$ cat config.mk
export PLATFORM = sky130hd
export DESIGN_NAME = wdr_router
export DESIGN_NICKNAME = d
export VERILOG_FILES = /design/src/rtl/wdr_pkg.sv /design/src/rtl/wdr_regs.sv /design/src/rtl/wdr_delay.sv /design/src/rtl/wdr_route.sv /design/src/rtl/wdr_router.sv
export SDC_FILE = /design/constraint.sdc
export NUM_CORES = 1
export LEC_CHECK = 0
export ABC_AREA = 1
export ABC_CLOCK_PERIOD_IN_PS = 1300
export BUFFER_PORTS_ARGS = -buffer_cell sky130_fd_sc_hd__buf_2
export CELL_PAD_IN_SITES_DETAIL_PLACEMENT = 2
export CELL_PAD_IN_SITES_GLOBAL_PLACEMENT = 2
export CORE_ASPECT_RATIO = 1.1
export CORE_MARGIN = 2
export CORE_UTILIZATION = 23
export DETAILED_ROUTE_END_ITERATION = 6
export PLACE_DENSITY = 0.89
export SYNTH_ARGS = -nofsm -noshare
export SYNTH_HDL_FRONTEND = slang
export SYNTH_HIERARCHICAL = 1
export SYNTH_SLANG_ARGS = --single-unit
$ cat constraint.sdc
create_clock -name clk -period 1.3 [get_ports clk]
set_input_delay 0.325 -clock clk [delete_from_list [all_inputs] [get_ports clk]]
set_output_delay 0.325 -clock clk [all_outputs]
set_load 0.01 [all_outputs]
$ cat src/rtl/wdr_pkg.sv
package wdr_pkg;

  // Field positions inside the control word
  localparam int LOCK_BIT = 0;
  localparam int MODE_LSB = 1;
  localparam int MODE_W   = 3;
  localparam int STAT_BIT = 4;
  localparam int DLY_LSB  = 5;
  localparam int DLY_W    = 3;
  localparam int RSV_BIT  = 8;
  localparam int CLR_BIT  = 9;

  localparam logic [DLY_W-1:0] DLY_RST = 3'd4;

  typedef enum logic [MODE_W-1:0] {
    OP_NONE           = 3'd0,
    OP_RSV1           = 3'd1,
    OP_LOCAL          = 3'd2,
    OP_NMI            = 3'd3,
    OP_NMI_THEN_LOCAL = 3'd4,
    OP_DEVICE         = 3'd5,
    OP_RSV6           = 3'd6,
    OP_RSV7           = 3'd7
  } op_mode_e;

endpackage

$ cat src/rtl/wdr_regs.sv
module wdr_regs
  import wdr_pkg::*;
#(
  parameter int DATA_W = 32
) (
  input  logic              clk,
  input  logic              rst,
  input  logic              trst,
  input  logic              wr,
  input  logic [DATA_W-1:0] wdata,
  input  logic              ev,
  output logic              lock_o,
  output op_mode_e          mode_o,
  output logic [DLY_W-1:0]  dly_o,
  output logic              status_o,
  output logic [DATA_W-1:0] rdata_o
);

  logic             lock_q;
  op_mode_e         mode_q;
  logic [DLY_W-1:0] dly_q;
  logic             stat_q;

  // bits that carry no function on the write side
  logic unused_wbits;
  assign unused_wbits = ^{wdata[DATA_W-1:CLR_BIT+1], wdata[RSV_BIT]};

  always_ff @(posedge clk) begin
    if (rst || trst) begin
      lock_q <= 1'b0;
      mode_q <= OP_NONE;
      dly_q  <= DLY_RST;
      stat_q <= 1'b0;
    end else begin
      if (wr && !lock_q) begin
        lock_q <= wdata[LOCK_BIT];
        mode_q <= op_mode_e'(wdata[MODE_LSB +: MODE_W]);
        dly_q  <= wdata[DLY_LSB +: DLY_W];
      end
      if (ev)
        stat_q <= 1'b1;
      else if (wr && wdata[CLR_BIT])
        stat_q <= 1'b0;
    end
  end

  always_comb begin
    rdata_o                       = '0;
    rdata_o[LOCK_BIT]             = lock_q;
    rdata_o[MODE_LSB +: MODE_W]   = mode_q;
    rdata_o[STAT_BIT]             = stat_q;
    rdata_o[DLY_LSB +: DLY_W]     = dly_q;
  end

  assign lock_o   = lock_q;
  assign mode_o   = mode_q;
  assign dly_o    = dly_q;
  assign status_o = stat_q;

endmodule

$ cat src/rtl/wdr_delay.sv
module wdr_delay
  import wdr_pkg::*;
#(
  parameter int DLY_BASE_LOG2 = 8
) (
  input  logic             clk,
  input  logic             rst,
  input  logic             trst,
  input  logic             start,
  input  logic             tick,
  input  logic [DLY_W-1:0] dly_sel,
  output logic             busy_o,
  output logic             expire_o
);

  localparam int CNT_W = DLY_BASE_LOG2 + (1 << DLY_W);

  logic [CNT_W-1:0] cnt_q;
  logic             busy_q;

  function automatic logic [CNT_W-1:0] span(input logic [DLY_W-1:0] s);
    return CNT_W'(1) << (DLY_BASE_LOG2 + int'(s));
  endfunction

  assign expire_o = busy_q && tick && (cnt_q == CNT_W'(1));
  assign busy_o   = busy_q;

  always_ff @(posedge clk) begin
    if (rst || trst) begin
      busy_q <= 1'b0;
      cnt_q  <= '0;
    end else if (start) begin
      busy_q <= 1'b1;
      cnt_q  <= span(dly_sel);
    end else if (busy_q && tick) begin
      if (cnt_q == CNT_W'(1))
        busy_q <= 1'b0;
      else
        cnt_q <= cnt_q - CNT_W'(1);
    end
  end

endmodule

$ cat src/rtl/wdr_route.sv
module wdr_route
  import wdr_pkg::*;
(
  input  logic     clk,
  input  logic     rst,
  input  logic     trst,
  input  logic     ev,
  input  op_mode_e mode,
  input  logic     busy,
  input  logic     expire,
  output logic     start_o,
  output logic     nmi_o,
  output logic     lrst_o,
  output logic     dev_o
);

  logic hit_nmi, hit_lrst, hit_dev;

  always_comb begin
    start_o  = ev && (mode == OP_NMI_THEN_LOCAL) && !busy;
    hit_nmi  = (ev && (mode == OP_NMI)) || start_o;
    hit_lrst = (ev && (mode == OP_LOCAL)) || expire;
    hit_dev  = ev && (mode == OP_DEVICE);
  end

  always_ff @(posedge clk) begin
    if (rst || trst) begin
      nmi_o  <= 1'b0;
      lrst_o <= 1'b0;
      dev_o  <= 1'b0;
    end else begin
      nmi_o  <= hit_nmi;
      lrst_o <= hit_lrst;
      dev_o  <= hit_dev;
    end
  end

endmodule

$ cat src/rtl/wdr_router.sv
module wdr_router
  import wdr_pkg::*;
#(
  parameter int DATA_W        = 32,
  parameter int DLY_BASE_LOG2 = 8
) (
  input  logic              clk,
  input  logic              rst,
  input  logic              timer_rst,
  input  logic              tick,
  input  logic              wd_event,
  input  logic              reg_wr,
  input  logic [DATA_W-1:0] reg_wdata,
  output logic [DATA_W-1:0] reg_rdata,
  output logic              nmi_o,
  output logic              local_rst_o,
  output logic              dev_rst_o
);

  logic             lock_w;
  op_mode_e         mode_w;
  logic [DLY_W-1:0] dly_w;
  logic             status_w;
  logic             busy_w;
  logic             expire_w;
  logic             start_w;

  wdr_regs #(.DATA_W(DATA_W)) u_regs (
    .clk      (clk),
    .rst      (rst),
    .trst     (timer_rst),
    .wr       (reg_wr),
    .wdata    (reg_wdata),
    .ev       (wd_event),
    .lock_o   (lock_w),
    .mode_o   (mode_w),
    .dly_o    (dly_w),
    .status_o (status_w),
    .rdata_o  (reg_rdata)
  );

  wdr_delay #(.DLY_BASE_LOG2(DLY_BASE_LOG2)) u_delay (
    .clk      (clk),
    .rst      (rst),
    .trst     (timer_rst),
    .start    (start_w),
    .tick     (tick),
    .dly_sel  (dly_w),
    .busy_o   (busy_w),
    .expire_o (expire_w)
  );

  wdr_route u_route (
    .clk     (clk),
    .rst     (rst),
    .trst    (timer_rst),
    .ev      (wd_event),
    .mode    (mode_w),
    .busy    (busy_w),
    .expire  (expire_w),
    .start_o (start_w),
    .nmi_o   (nmi_o),
    .lrst_o  (local_rst_o),
    .dev_o   (dev_rst_o)
  );

endmodule

==> Word level (Yosys, flattened, before mapping) <==
Index checks and enable logic that the tools add are counted.
{ "totals": {"in_bits": 38, "ff_bits": 28, "output_inout_bits": 35, "rom_bits": 0, "n_memories": 0, "latchBits": 0, "mem_bits_rw": 0} }
{ "classes": {"n_addsub": 2, "div_mod_pow": 0, "reduce_logical": 19, "mux": 8, "bitwise_logic": 0, "mul": 0, "shifts": 1, "magnitude_cmp": 0, "eq_ne": 6} }
{ "ops": {"columns": ["cell", "n"], "rows": [
  ["2-to-1 mux 16 bit", 3],
  ["left shift 1 x 32 -> 16 bit (first input constant)", 1],
  ["equality test 16 x 1 -> 1 bit (second input constant)", 1],
  ["subtractor 16 x 1 -> 16 bit (second input constant)", 1],
  ["logical AND 1 bit", 9],
  ["equality test 3 x 2 -> 1 bit (second input constant)", 2],
  ["equality test 3 bit (second input constant)", 2],
  ["nonzero test 2 bit", 3],
  ["adder 4 x 3 -> 5 bit (first input constant)", 1],
  ["2-to-1 mux 1 bit", 5],
  ["AND reduction 2 bit", 2],
  ["logical OR 1 bit", 3],
  ["logical NOT 1 bit", 2],
  ["inequality test 2 bit (second input constant)", 1]
]} }

==> Logic depth before layout (Yosys ltp) <==
{ "depth": {"depth_word": 5, "mapped_depth": 12, "depth_no_buf": 11} }

==> Cells and area by module <==
The synthesis kept the hierarchy.
{ "modules_own_cells": {"columns": ["module", "seq_area_each_um2", "instances", "area_per_inst_um2", "cells_per_inst"], "rows": [
  ["wdr_delay", 340.3, 1, 1273.7, 218],
  ["wdr_regs", 160.2, 1, 596.8, 82],
  ["wdr_route", 60.1, 1, 148.9, 21]
]} }

==> Worst setup path before layout <==
OpenSTA, ideal clock, no wires.
{ "synth_timing": {"kind": "flip-flop to flip-flop", "start": "register u_regs.mode_q[1], in the netlist u_regs/mode_o[1]", "end": "register u_delay.cnt_q[8]", "arrival_time_ns": 1.312, "path_stages_with_launch": 10, "path_buffers": 1, "synth_period_minus_slack_ns": 1.377, "slack_ns": -0.077, "setup_time_ns": 0.064, "cell_sequence": "dfxtp_1 > inv_1 > nand3_1 > inv_1 > inv_1 > clkbuf_1 > nand3_1 > nand3_1 > nor2_1 > nor2_1"} }
{ "synth_between": {"elab_chain_len": 5, "elab_cells_between_ends": 7} }
{ "synth_lines": {"columns": ["element", "line_no", "text"], "rows": [
  ["start, declared", "wdr_regs.sv:20", "op_mode_e mode_q;"],
  ["start signal, assigned", "wdr_regs.sv:37", "mode_q <= op_mode_e'(wdata[MODE_LSB +: MODE_W]);"],
  ["equality test 3 bit *", "wdr_route.sv:20", "start_o = ev && (mode == OP_NMI_THEN_LOCAL) && !busy;"],
  ["logical AND 1 bit * (2 in series)", "wdr_route.sv:20", null],
  ["named net start_w", "wdr_router.sv:26", "logic start_w;"],
  ["inequality test 2 bit (no source line) or nonzero test 2 bit (tied branches)", null, null],
  ["AND reduction 2 bit (no source line)", null, null],
  ["end signal, assigned", "wdr_delay.sv:34", "cnt_q <= span(dly_sel);"],
  ["end signal, assigned", "wdr_delay.sv:39", "cnt_q <= cnt_q - CNT_W'(1);"],
  ["end, declared", "wdr_delay.sv:18", "logic [CNT_W-1:0] cnt_q;"]
]} }
Mark *: on every way through the listed nets, which the timed path passes. The rest lies on a longest branch.
A chain may end at the register's enable or synchronous reset.

==> Worst setup path in the final report <==
{ "layout_timing": {"start": "register u_delay.cnt_q[1]", "end": "register u_delay.cnt_q[11]"} }
{ "layout_between": {"elab_chain_len": 4, "elab_cells_between_ends": 7} }
{ "layout_lines": {"columns": ["element", "line_no", "text"], "rows": [
  ["subtractor 16 x 1 -> 16 bit", "wdr_delay.sv:39", null],
  ["2-to-1 mux 16 bit", "wdr_delay.sv:36", "if (cnt_q == CNT_W'(1))"],
  ["2-to-1 mux 16 bit", "wdr_delay.sv:35", "end else if (busy_q && tick) begin"],
  ["2-to-1 mux 16 bit", "wdr_delay.sv:32", "end else if (start) begin"]
]} }
Parallel ways exist; a longest one is shown, timed or not. The select of a mux whose other input is x is not followed.

==> summary.txt <==
Route
  – Via count: 2329
  – Drt pass-1 iters: 4
  – Post-route DRC: 0
  – Antenna Nets Post-Route: 0
  – Detailed Route WL: between 9000 and 10000 um
  – Avg WL per Cell: 18.8 um
  – DR vias/cell: 4.68
  – Starting DRT DRC Count: a little under 80

STA
  – Clock skew: 0.0129 ns
  – Fmax: slightly above 0.6 GHz
  – Final Hold Viols: 0
  – Final period util: 126%
  – Minimum clock period: around 1.6 ns
  – Pins Over Slew Limit: 0
  – Post-route setup slack: -0.343 ns
  – Setup TNS: -4.71 ns
  – RSZ-0062 raised after global routing: true
  – # setup viols final: 18

Layout
  – Fin util: between 30% and 40%
  – P&R area growth vs syn: 40.4%
  – Finished Cell Area: 2840 um^2
  – Post-layout net count: ~430
  – # fillers: 1018
  – Layout cells sized above 1: 38.8%
  – Ant. Diodes: 0

Global route
  – Initial antenna violation count: 0
  – Vias in the first global route: between 2000 and 3000
  – Gr usage total: 19.3%
  – Largest net degree at the start of global routing: 15
  – First-pass GRT wire length: ~14000 um
  – Remaining Overflow, GRT: 0

Run status
  – Failing checks: negative setup slack
  – Outcome: complete, but fails checks

Synth
  – YS warnings: 6
  – Post-synthesis cell count: 321
  – Seq/Total Area, Yosys: 27.8%
  – Synthesized area: 2020 um^2
  – Mean Syn Cell Area: 6.29 um^2
  – Synth unique cells: 32
  – Synth Register Bits: 28

Placed design
  – Post-DP HPWL: 6210 um
  – Post-DP Area: about 2500 um^2
  – PortBufs: 24
  – Gp weighted congestion: around 0.8

Clock network
  – Root Buffer: clkbuf_8
  – Htree depth: 1
  – Clock transition at the registers of the reported paths: between 0.1 and 0.15 ns
  – Cts hold-fix bufs: 0
  – Maximum clock path buffer count: 2
  – TritonCTS buffer count: 3
  – Worst skew pair latency: 0.30 ns
  – CTS tree: built
  – CTS sink cnt: 28

Die
  – Cell Rows: 35
  – Die area: approximately 9500 um^2
  – Starting Density: 23.9%
  – Die span in y: 102 um
  – Ports: 73
  – Area of the core: 8450 um^2
  – Die Width: 93.3 um

Run
  – Max-capacitance violation count: 0

Pwr
  – Cell Pwr Density: 668 nW/um^2
  – Leak pwr: between 0.001 and 0.0015 uW
  – Peak VDD IR: 369 uV
  – Total power: approximately 1900 uW

Worst hold path
  – Min-delay src: reg_wdata[7]
  – Hold WC Path Type: primary input to flip-flop

Critical path
  – Setup crit end kind: flip-flop
  – Crit path DAT: roughly 1.8 ns
  – CP max FO: 6
  – Type of the worst setup path: flip-flop to flip-flop
  – R2R Path Start: u_delay/cnt_q[1]$_SDFFE_PP0P_
  – Startpoint Class: flip-flop
  – Crit path from: u_delay/cnt_q[1]$_SDFFE_PP0P_
  – CP required: around 1.5 ns
[path summary, 6_finish.rpt]
check	to	cells past startpoint	slack, ns
min reg2reg	u_regs/status_o$_SDFFE_PP0P_	2	0.48
min	u_regs/dly_o[2]$_SDFFE_PP1P_	3	0.29
max	u_delay/cnt_q[11]$_SDFFE_PP0P_	11	-0.34
max reg2reg	u_delay/cnt_q[11]$_SDFFE_PP0P_	11	-0.34
[kinds of logic (layout without fill, tap and decap cells)]
| family | Yosys count | count (layout) | share of synthesized area, % |
|---|---|---|---|
| and+or+nand+nor | 190 | 191 | 42.2 |
| DFF | 28 | 28 | 27.8 |
| other | 1 | 24 | 0.186 |
| adders and majority gates | 2 | 2 | 1.24 |
| xor gates and xnor gates | 3 | 3 | 1.30 |
| buffers and inverters | 74 | 116 | 21.1 |
| AOI/OAI and AO/OA | 23 | 23 | 6.26 |
[cells in the final DEF, fill, tap and decap left out, types with 3 or more instances in the layout]
| cell | n |
|---|---|
| nand3_1 | 26 |
| nor2_1 | 47 |
| inv_2 | 6 |
| conb_1 | 24 |
| nor2_2 | 11 |
| buf_2 | 24 |
| nand2_8 | 3 |
| nand3_2 | 7 |
| inv_1 | 29 |
| dfxtp_2 | 4 |
| nand2_2 | 9 |
| nand2_1 | 62 |
| a21oi_1 | 8 |
| nand4_1 | 4 |
| clkbuf_8 | 3 |
| buf_4 | 47 |
| dfxtp_1 | 23 |
| nor2_4 | 11 |
| o21ai_1 | 3 |
| a21oi_2 | 5 |
| nand2_4 | 3 |
[report_power, final]
group	internal [uW]	switching, uW
Clock	211	320
Sequential	875	22.9
Combinational	168	298
Total	1250	641
[synth_stat cells, drive strengths merged]
cell type  number  share of area (%)
xnor2           1               0.43
o21ai           7                1.7
nand2          76                 15
nand3          35                8.7
inv            37                7.0
conb            1               0.19
dfxtp          28                 28
nor3            2               0.74
a21oi          13                3.4
o21bai          2               0.74
buf            35                 14
nand4           4                1.2
clkbuf          2               0.37
ha              2                1.2
nor2           69                 15
a21boi          1               0.37
or2             1               0.43
xor2            2               0.87
and3            1               0.31
nand3b          2               0.74
[per-stage QoR]
stage / hold slack (ns) / cells / worst slack (ns)
detailed placement: 0.468 / 488 / -0.291
global placement: 0.450 / 488 / -0.152
floorplan: 0.438 / 344 / -0.0424
finish: 0.287 / 498 / -0.343
global route: 0.307 / 498 / -0.417
CTS: 0.287 / 495 / -0.206
[worst max-delay path: stages (launching register included)]
cell     delay (ns)
dfxtp_2        0.35
inv_2          0.06
ha_4           0.18
inv_4          0.06
nor2_4         0.03
nand2_2        0.08
nor2_4         0.05
nand2_4        0.09
buf_6          0.16
nand3_1        0.13
o21ai_1        0.20
nand2_1        0.12
[what timing repair did]
item | 4_1_cts | 5_1_grt
gates cloned | 1 | 0
pin swaps | 14 | 12
setup endpoints to repair | 18 | 20
resized for setup | 34 | 41
setup buffers | 3 | 3
[routing by layer]
metal / track usage, % / share of wire, % / up-vias
met1: 19.0 / 36 / 1154
met4: 11.8 / 4.2 / 0
met3: 2.65 / 3.1 / 26
met2: 37.9 / 57 / 73
li1: - / - / 1076
met5: 0 / 0 / -
[state kept, by name, summed over array words and instances (netlist names)]
signal           count
u_route/dev_o        1
u_delay/cnt_q       16
u_regs/dly_o         3
u_regs/lock_o        1
u_regs/mode_o        3
u_regs/status_o      1
u_delay/busy_o       1
u_route/lrst_o       1
u_route/nmi_o        1
[layout make-up]
class / count / area (um^2) / area share [%]
Multi-Input combinational cell: 243 / 1390 / 49.1
Sequential cell: 28 / 569 / 20.1
Timing Repair Buffer: 76 / 551 / 19.4
Clock buffer: 3 / 41.3 / 1.46
Tap cell: 111 / 139 / 4.90
Inverter: 37 / 144 / 5.08
(Power assumes the default switching activity.)
